`src/rtl/owire_pkg.sv`:
```
package owire_pkg;

    localparam int TW = 16;

    typedef enum logic [1:0] {
        OP_RESET  = 2'b00,
        OP_WRITE0 = 2'b01,
        OP_WRITE1 = 2'b10,
        OP_READ   = 2'b11
    } op_e;

    typedef enum logic [2:0] {
        ST_IDLE,
        ST_RST_LOW,
        ST_RST_HIGH,
        ST_SLOT_LOW,
        ST_SLOT_REC
    } state_e;

    typedef struct packed {
        logic [TW-1:0] rst_low;
        logic [TW-1:0] rst_high;
        logic [TW-1:0] short_at;
        logic [TW-1:0] pres_at;
        logic [TW-1:0] w0_low;
        logic [TW-1:0] w1_low;
        logic [TW-1:0] sample_at;
        logic [TW-1:0] slot_len;
        logic [TW-1:0] mask_on;
        logic [TW-1:0] mask_off;
    } times_t;

endpackage

```
`src/rtl/owire_time_select.sv`:
```
module owire_time_select
    import owire_pkg::*;
#(
    parameter int STD_RST_LOW   = 2400,
    parameter int STD_RST_HIGH  = 2336,
    parameter int STD_SHORT_AT  = 32,
    parameter int STD_PRES_AT   = 280,
    parameter int STD_W0_LOW    = 256,
    parameter int STD_W1_LOW    = 32,
    parameter int STD_SAMPLE_AT = 56,
    parameter int STD_SLOT_LEN  = 277,
    parameter int STD_MASK_ON   = 40,
    parameter int STD_MASK_OFF  = 240,
    parameter int FST_RST_LOW   = 288,
    parameter int FST_RST_HIGH  = 296,
    parameter int FST_SHORT_AT  = 3,
    parameter int FST_PRES_AT   = 30,
    parameter int FST_W0_LOW    = 30,
    parameter int FST_W1_LOW    = 4,
    parameter int FST_SAMPLE_AT = 6,
    parameter int FST_SLOT_LEN  = 42
) (
    input  logic   fast_i,
    output times_t times_o
);

    localparam times_t STD_T = '{
        rst_low:   TW'(STD_RST_LOW),
        rst_high:  TW'(STD_RST_HIGH),
        short_at:  TW'(STD_SHORT_AT),
        pres_at:   TW'(STD_PRES_AT),
        w0_low:    TW'(STD_W0_LOW),
        w1_low:    TW'(STD_W1_LOW),
        sample_at: TW'(STD_SAMPLE_AT),
        slot_len:  TW'(STD_SLOT_LEN),
        mask_on:   TW'(STD_MASK_ON),
        mask_off:  TW'(STD_MASK_OFF)
    };

    // Overdrive has no mask window: an empty range keeps it inert.
    localparam times_t FST_T = '{
        rst_low:   TW'(FST_RST_LOW),
        rst_high:  TW'(FST_RST_HIGH),
        short_at:  TW'(FST_SHORT_AT),
        pres_at:   TW'(FST_PRES_AT),
        w0_low:    TW'(FST_W0_LOW),
        w1_low:    TW'(FST_W1_LOW),
        sample_at: TW'(FST_SAMPLE_AT),
        slot_len:  TW'(FST_SLOT_LEN),
        mask_on:   TW'(0),
        mask_off:  TW'(0)
    };

    assign times_o = fast_i ? FST_T : STD_T;

endmodule

```
`src/rtl/owire_sampler.sv`:
```
module owire_sampler (
    input  logic clk,
    input  logic rst_n,
    input  logic en_short,
    input  logic en_pres,
    input  logic en_bit,
    input  logic line_i,
    output logic short_o,
    output logic pres_o,
    output logic bit_o
);

    always_ff @(posedge clk) begin
        if (!rst_n) begin
            short_o <= 1'b0;
            pres_o  <= 1'b0;
            bit_o   <= 1'b0;
        end else begin
            if (en_short) short_o <= ~line_i;
            if (en_pres)  pres_o  <= ~line_i;
            if (en_bit)   bit_o   <= line_i;
        end
    end

endmodule

```
`src/rtl/owire_pullup_timer.sv`:
```
module owire_pullup_timer #(
    parameter int APU_TICKS = 8
) (
    input  logic clk,
    input  logic rst_n,
    input  logic tick,
    input  logic release_i,
    output logic pulse_o
);

    localparam int AW = $clog2(APU_TICKS + 1);

    logic [AW-1:0] left_q;

    always_ff @(posedge clk) begin
        if (!rst_n) begin
            left_q <= '0;
        end else if (release_i) begin
            left_q <= AW'(APU_TICKS);
        end else if (tick && left_q != '0) begin
            left_q <= left_q - AW'(1);
        end
    end

    assign pulse_o = (left_q != '0);

endmodule

```
`src/rtl/owire_slot_engine.sv`:
```
module owire_slot_engine
    import owire_pkg::*;
#(
    parameter int STD_RST_LOW   = 2400,
    parameter int STD_RST_HIGH  = 2336,
    parameter int STD_SHORT_AT  = 32,
    parameter int STD_PRES_AT   = 280,
    parameter int STD_W0_LOW    = 256,
    parameter int STD_W1_LOW    = 32,
    parameter int STD_SAMPLE_AT = 56,
    parameter int STD_SLOT_LEN  = 277,
    parameter int STD_MASK_ON   = 40,
    parameter int STD_MASK_OFF  = 240,
    parameter int FST_RST_LOW   = 288,
    parameter int FST_RST_HIGH  = 296,
    parameter int FST_SHORT_AT  = 3,
    parameter int FST_PRES_AT   = 30,
    parameter int FST_W0_LOW    = 30,
    parameter int FST_W1_LOW    = 4,
    parameter int FST_SAMPLE_AT = 6,
    parameter int FST_SLOT_LEN  = 42,
    parameter int APU_TICKS     = 8
) (
    input  logic       clk,
    input  logic       rst_n,
    input  logic       tick,
    input  logic       cmd_valid,
    input  logic [1:0] cmd_op,
    input  logic       speed_fast,
    input  logic       mask_en,
    input  logic       line_in,
    output logic       pull_low,
    output logic       apu_pulse,
    output logic       busy,
    output logic       done,
    output logic       bit_out,
    output logic       presence,
    output logic       short_flag
);

    state_e        state_q, state_d;
    logic [TW-1:0] cnt_q, cnt_d;
    op_e           op_q;
    logic          fast_q, mask_q, done_q;
    logic          accept, released, finish;
    times_t        tm;
    logic [TW-1:0] low_len;
    logic          in_slot, en_short, en_pres, en_bit;

    owire_time_select #(
        .STD_RST_LOW  (STD_RST_LOW),
        .STD_RST_HIGH (STD_RST_HIGH),
        .STD_SHORT_AT (STD_SHORT_AT),
        .STD_PRES_AT  (STD_PRES_AT),
        .STD_W0_LOW   (STD_W0_LOW),
        .STD_W1_LOW   (STD_W1_LOW),
        .STD_SAMPLE_AT(STD_SAMPLE_AT),
        .STD_SLOT_LEN (STD_SLOT_LEN),
        .STD_MASK_ON  (STD_MASK_ON),
        .STD_MASK_OFF (STD_MASK_OFF),
        .FST_RST_LOW  (FST_RST_LOW),
        .FST_RST_HIGH (FST_RST_HIGH),
        .FST_SHORT_AT (FST_SHORT_AT),
        .FST_PRES_AT  (FST_PRES_AT),
        .FST_W0_LOW   (FST_W0_LOW),
        .FST_W1_LOW   (FST_W1_LOW),
        .FST_SAMPLE_AT(FST_SAMPLE_AT),
        .FST_SLOT_LEN (FST_SLOT_LEN)
    ) u_times (
        .fast_i (fast_q),
        .times_o(tm)
    );

    assign low_len = (op_q == OP_WRITE0) ? tm.w0_low : tm.w1_low;

    // Next-state logic. Slot phases share one counter measured from slot start;
    // reset phases restart the counter at the release.
    always_comb begin
        state_d  = state_q;
        cnt_d    = cnt_q;
        accept   = 1'b0;
        released = 1'b0;
        finish   = 1'b0;
        unique case (state_q)
            ST_IDLE: begin
                if (cmd_valid) begin
                    accept  = 1'b1;
                    cnt_d   = '0;
                    state_d = (op_e'(cmd_op) == OP_RESET) ? ST_RST_LOW : ST_SLOT_LOW;
                end
            end
            ST_RST_LOW: begin
                if (tick) begin
                    if (cnt_q == tm.rst_low - TW'(1)) begin
                        state_d  = ST_RST_HIGH;
                        cnt_d    = '0;
                        released = 1'b1;
                    end else begin
                        cnt_d = cnt_q + TW'(1);
                    end
                end
            end
            ST_RST_HIGH: begin
                if (tick) begin
                    if (cnt_q == tm.rst_high - TW'(1)) begin
                        state_d = ST_IDLE;
                        finish  = 1'b1;
                    end else begin
                        cnt_d = cnt_q + TW'(1);
                    end
                end
            end
            ST_SLOT_LOW: begin
                if (tick) begin
                    cnt_d = cnt_q + TW'(1);
                    if (cnt_q == low_len - TW'(1)) begin
                        state_d  = ST_SLOT_REC;
                        released = 1'b1;
                    end
                end
            end
            ST_SLOT_REC: begin
                if (tick) begin
                    if (cnt_q == tm.slot_len - TW'(1)) begin
                        state_d = ST_IDLE;
                        finish  = 1'b1;
                    end else begin
                        cnt_d = cnt_q + TW'(1);
                    end
                end
            end
            default: state_d = ST_IDLE;
        endcase
    end

    // State register and command latch.
    always_ff @(posedge clk) begin
        if (!rst_n) begin
            state_q <= ST_IDLE;
            cnt_q   <= '0;
            op_q    <= OP_RESET;
            fast_q  <= 1'b0;
            mask_q  <= 1'b0;
            done_q  <= 1'b0;
        end else begin
            state_q <= state_d;
            cnt_q   <= cnt_d;
            done_q  <= finish;
            if (accept) begin
                op_q   <= op_e'(cmd_op);
                fast_q <= speed_fast;
                mask_q <= mask_en;
            end
        end
    end

    // Outputs decoded from the state.
    always_comb begin
        pull_low = 1'b0;
        busy     = 1'b1;
        unique case (state_q)
            ST_IDLE:     busy = 1'b0;
            ST_RST_LOW:  pull_low = 1'b1;
            ST_RST_HIGH: pull_low = mask_q && !fast_q &&
                                    (cnt_q >= tm.mask_on) && (cnt_q < tm.mask_off);
            ST_SLOT_LOW: pull_low = 1'b1;
            ST_SLOT_REC: pull_low = 1'b0;
            default:     busy = 1'b0;
        endcase
    end

    assign done = done_q;

    assign in_slot  = (state_q == ST_SLOT_LOW) || (state_q == ST_SLOT_REC);
    assign en_short = tick && (state_q == ST_RST_HIGH) && (cnt_q == tm.short_at);
    assign en_pres  = tick && (state_q == ST_RST_HIGH) && (cnt_q == tm.pres_at);
    assign en_bit   = tick && in_slot && (cnt_q == tm.sample_at);

    owire_sampler u_sampler (
        .clk     (clk),
        .rst_n   (rst_n),
        .en_short(en_short),
        .en_pres (en_pres),
        .en_bit  (en_bit),
        .line_i  (line_in),
        .short_o (short_flag),
        .pres_o  (presence),
        .bit_o   (bit_out)
    );

    owire_pullup_timer #(
        .APU_TICKS(APU_TICKS)
    ) u_pullup (
        .clk      (clk),
        .rst_n    (rst_n),
        .tick     (tick),
        .release_i(released),
        .pulse_o  (apu_pulse)
    );

endmodule

```
`config.mk`:
```
export PLATFORM = sky130hd
export DESIGN_NAME = owire_slot_engine
export DESIGN_NICKNAME = d
export VERILOG_FILES = /design/src/rtl/owire_pkg.sv /design/src/rtl/owire_time_select.sv /design/src/rtl/owire_sampler.sv /design/src/rtl/owire_pullup_timer.sv /design/src/rtl/owire_slot_engine.sv
export SDC_FILE = /design/constraint.sdc
export NUM_CORES = 1
export LEC_CHECK = 0
export CORE_ASPECT_RATIO = 1.75
export CORE_MARGIN = 8
export CORE_UTILIZATION = 50
export CTS_CLUSTER_SIZE = 8
export DETAILED_ROUTE_END_ITERATION = 8
export PLACE_DENSITY = 0.66
export SYNTH_ARGS = -nofsm -noshare
export SYNTH_HDL_FRONTEND = slang
export SYNTH_HIERARCHICAL = 1
export SYNTH_SLANG_ARGS = --single-unit
```
`constraint.sdc`:
```
create_clock -name clk -period 4.8 [get_ports clk]
set_input_delay 0.48 -clock clk [delete_from_list [all_inputs] [get_ports clk]]
set_output_delay 0.48 -clock clk [all_outputs]
set_load 0.01 [all_outputs]
```
---- Word-level counts from Yosys, hierarchy flattened ----
Cells that the tools add are included.
word-level totals
  word-level logic and storage cells ...... 103
  register bits after elaboration ......... 31
cells by class
  equality and inequality tests ........... 23
  reduce and logical (&&, ||, !) cells .... 21
  magnitude comparators ................... 2
  bitwise operators ....................... 2
  add/subtract/negate cells ............... 6
  muxes and demuxes ....................... 38
operators with widths
  cell                                                                   number
  156-bit 2-to-1 mux                                                     1
  16-bit 2-to-1 mux                                                      9
  16-bit == test                                                         7
  16-bit case mux with 5 select lines                                    1
  16-bit by 1-bit subtractor with 16-bit output (second input constant)  4
  3-bit 2-to-1 mux                                                       9
  2-bit inequality test (second input constant)                          11
  16-bit by 1-bit adder with 16-bit output (second input constant)       1
  16-bit greater-or-equal comparator                                     1
  16-bit less-than comparator                                            1
  3-bit case mux with 5 select lines                                     1
  1-bit 2-to-1 mux                                                       11
  1-bit logical AND                                                      9
  9-bit AND reduction                                                    1
  4-bit 2-to-1 mux                                                       2
  8-bit AND reduction                                                    1
  3-bit by 2-bit == test with 1-bit output (second input constant)       2
  1-bit case mux with 2 select lines                                     3
  5-bit nonzero test                                                     1
  4-bit nonzero test                                                     1
  2-bit OR reduction                                                     2
  4-bit OR reduction                                                     1
  4-bit by 1-bit subtractor with 4-bit output (second input constant)    1
  3-bit by 1-bit == test with 1-bit output (second input constant)       1
  other kinds (9)                                                        10

---- Longest topological paths before layout ----
  word-level depth ........................ 8
  mapped depth ............................ 17

---- Cells and area by module ----
Netlist, hierarchy kept.
by module, submodules not included
  module              area an instance (µm²)  sequential area each (µm²)  instances  cells each
  owire_slot_engine   5,343.9                 480.5                       1          721
  owire_time_select   1,204.9                 0.0                         1          162
  owire_pullup_timer  205.2                   80.1                        1          25
  owire_sampler       115.1                   60.1                        1          10

---- Worst setup path after synthesis ----
No wires, ideal clock.
  path type ............................... reg2reg
  start ................................... register fast_q
  end ..................................... register cnt_q[14]
  cell stages (with the launch flop) ...... 18
  setup time .............................. 130 ps
  arrival ................................. 3,748 ps
  setup slack ............................. 921 ps
  data required time ...................... 4,670 ps
  path through ............................ dfxtp_1 -> inv_1 -> buf_4 -> inv_1 -> ha_1 -> buf_4 -> or4b_1 -> buf_2 -> or3_1 -> a21o_1 -> a31o_1 -> nand4_2 -> o21ai_2 -> a21o_1 -> buf_6 -> buf_4 -> o41ai_1 -> a21oi_1
RTL lines
  item                    RTL line                  source
  from (decl)             owire_slot_engine.sv:44   logic fast_q, mask_q, done_q;
  from (signal assigned)  owire_slot_engine.sv:151  fast_q <= speed_fast;
  to (signal assigned)    owire_slot_engine.sv:147  cnt_q <= cnt_d;
  to (decl)               owire_slot_engine.sv:42   logic [TW-1:0] cnt_q, cnt_d;

---- Worst setup path after layout ----
  start ................................... register fast_q
  end ..................................... register cnt_q[7]
between the ends
  word-level cells in the longest chain between the ends .. 6
RTL lines
  item                                           RTL line                 source
  156-bit 2-to-1 mux (*)                         owire_time_select.sv:54  assign times_o = fast_i ? FST_T : STD_T;
  16-bit by 1-bit subtractor with 16-bit output  owire_slot_engine.sv:94  if (cnt_q == tm.rst_low - TW'(1)) begin
  16-bit == test                                 owire_slot_engine.sv:94
  16-bit 2-to-1 mux                              owire_slot_engine.sv:94
  16-bit 2-to-1 mux                              owire_slot_engine.sv:93  if (tick) begin
  16-bit case mux with 5 select lines            owire_slot_engine.sv:84  unique case (state_q)
Every way passes the cells marked *; elsewhere a longest branch is shown, timed or not. The select of a mux whose other input is x is not followed.
A chain may end at the register's enable or synchronous reset.

==> metrics.yaml <==
min_period_over_period: 0.7897
finalInstanceArea_um2: 6615
final_common_cell: "conb_1"
max_freq_mhz: 263.8
fin_tns_setup_ns: 0
worstSkewPairLatency_ns: 0.28
path_class: "reg -> reg"
drt_iter0_markers: 208
netlist_area_um2: 6869
finalWirelength_mm: 16.74
grt_pass1_vias: 5361
grt_overflow: 0
seq_area_frac_synth: 0.09035
syn_inst: 918
ys_warn_count: 6
synth_flop_cell: "dfxtp_1"
vias_per_cell: 5.392
start_util: 0.5106
finalHoldViolCount: 0
fin_nets: 925
cts.sinks: 31
synth-edff-count: 0
maxSlewHeadroom: 0.3101
post-cts-setup-buffer-count: 0
drt-met1-wl_mm: 6.448
worst_slew_pin_slew_ns: 1.033
cp_max_fo: 20
cap_violations: 0
hp-class: "reg -> reg"
post-place-ws_ns: 1.053
dp_hpwl_mm: 12.86
synth_cell_types: 80
rsz0062_at_grt: "no"
cts_tree: "built"
numCtsBuffers: 5
crit_arrival_ns: 4.00
area_growth_pct: -3.698
drive_gt1_frac: 0.06023
finalPower_uw: 1528
via_count: 5683
synth.avg_cell_area_um2: 7.483
dr_wl_met3_um: 303
min_period_ns: 3.791
ant_nets: 0
layout_common_cells: "125 x conb_1, 89 x xnor2_1, 51 x nor2_1"
cellPowerDensity_nw_per_um2: 231.0
pin_count: 16
port_buffers: 15
grt_first_pass_wirelength_mm: 26.40
wl_met2_mm: 9.072
clockBufferDepth: 2
synthArstFlopShare: 0
die_h_um: 171.1
highest_layer: "met4"
track_usage: 0.1838
die_area_um2: 17890
wire_per_inst_um: 15.88
grt_max_degree: 34
start_kind: "flip-flop"
r2r_slack_ns: 1.01
fin_worst_skew_ns: 0.002753
rows: 56
cts.clk_slew.worst_paths_ns: 0.05
regArea_um2: 621.8
dieWidth_um: 104.6
root_buffer: "clkbuf_16"
worst_slack_ns: 1.009
multiInputGateArea_um2: 5159
p_leak_uw: 0.002642
post_dp_cell_area_um2: 6441
cp.required_ns: 5.00
ctsHoldBuffers: 0
finalMaxSlewViolations: 0
peakVddDrop_uv: 156.5
drtPass1Iterations: 5
setup_viol: 0
antenna-diode-count: 0
ys_seq_elements: 31
h-tree-depth: 2
coreArea_um2: 13450
hold_ws_ns: 0.4861
outcome: "finished clean"
fill_cells: 1449
drc: 0
end_kind: "flip-flop"
antenna_found_initial: 0
cts_resized: 0
gp_congestion: 0.8782
## cells in the mapped netlist, drive strengths merged, types with 4 or more instances
cell type  number  area (µm²)
a21oi          32       160.2
nand2b          9       56.30
xnor2          89       779.5
nand4          25       162.6
mux2i          30       300.3
o31ai          10       75.07
a2111oi         5       62.56
ha             37       462.9
nor3           29       156.4
a21o           20       150.1
nand3          24       120.1
or3b            5       43.80
xor2           45       394.1
o211ai          8       60.06
clkbuf         20       76.32
nor4b           5       56.31
or4b            7       70.07
or3            12       75.07
dfxtp          31       620.6
a31oi           6       37.54
buf           179        1297
inv            48       180.2
or4            11       82.58
nor4           28       193.9
nor2b          13       81.33
o21ai          29       152.7
nand3b          4       30.03
o41ai           6       71.32
a211oi          8       65.06
nor3b           4       30.03
and3            5       31.28
nand2          33       123.9
or2             6       37.54
nor2           52       197.7
## path summary, 6_finish.rpt
path	from	end	depth (start not counted)
setup / recovery	fast_q$_SDFFE_PN0P_	cnt_q[7]$_SDFFE_PN0P_	12
hold / removal	u_pullup/left_q[2]$_SDFFE_PP0P_	u_pullup/left_q[2]$_SDFFE_PP0P_	2
setup reg to reg	fast_q$_SDFFE_PN0P_	cnt_q[7]$_SDFFE_PN0P_	12
hold reg to reg	u_pullup/left_q[2]$_SDFFE_PP0P_	u_pullup/left_q[2]$_SDFFE_PP0P_	2
## worst max-delay path: stages, from the launching register on
cell and delay, ns:
dfxtp_2 0.50, inv_1 0.09, inv_1 0.06, ha_1 0.30, or4b_1 0.62, a21boi_0 0.20
o41ai_1 0.32, o21ai_0 0.13, nor2_1 0.21, o21ai_2 0.15, a21o_1 0.39, or4_1 0.57
a21oi_1 0.16
## stage by stage
| stage | util | std cells |
|---|---|---|
| after floorplan | - | 1041 |
| after global placement | 0.4788 | 1046 |
| after detailed placement | 0.4788 | 1046 |
| after CTS | 0.4917 | 1054 |
| after global routing | 0.4917 | 1054 |
| final | 0.4917 | 1054 |
## state kept, by name, summed over array words and instances, names as in the netlist
register           count
cnt_q                 16
done                   1
fast_q                 1
mask_q                 1
op_q                   2
state_q                3
u_pullup/left_q        4
u_sampler/bit_o        1
u_sampler/pres_o       1
u_sampler/short_o      1
## logic make-up after synthesis
family	after synthesis	share of synthesized area
AO/OA/AOI/OAI	155	0.1621
XOR/XNOR	134	0.1709
adder cells (fa/ha/maj)	37	0.06739
buffers and inverters	247	0.2262
flip-flops	31	0.09035
multiplexers	31	0.04536
other	2	0.001093
AND/OR/NAND/NOR	281	0.2366
## layout make-up
cell class                 instances  share of cell area
multi-input combinational        763              0.7798
clock inverter                     2            0.005296
clock buffer                       6             0.02099
sequential                        31             0.09400
tap                              174             0.03291
inverter                          48             0.02724
timing repair buffer              30             0.03972
## power by group
group          total, µW  internal (µW)  switching, µW
Sequential           350            287           62.4
Combinational        797            331            466
Clock                381            258            123
Total               1530            876            652
## layer usage
layer / track usage / vias up
met5: 0 / -
met2: 0.3659 / 97
met3: 0.01092 / 45
li1: - / 2897
met1: 0.1761 / 2644
met4: 0.1242 / 0
No activity file was read; power rests on OpenSTA's default activity.
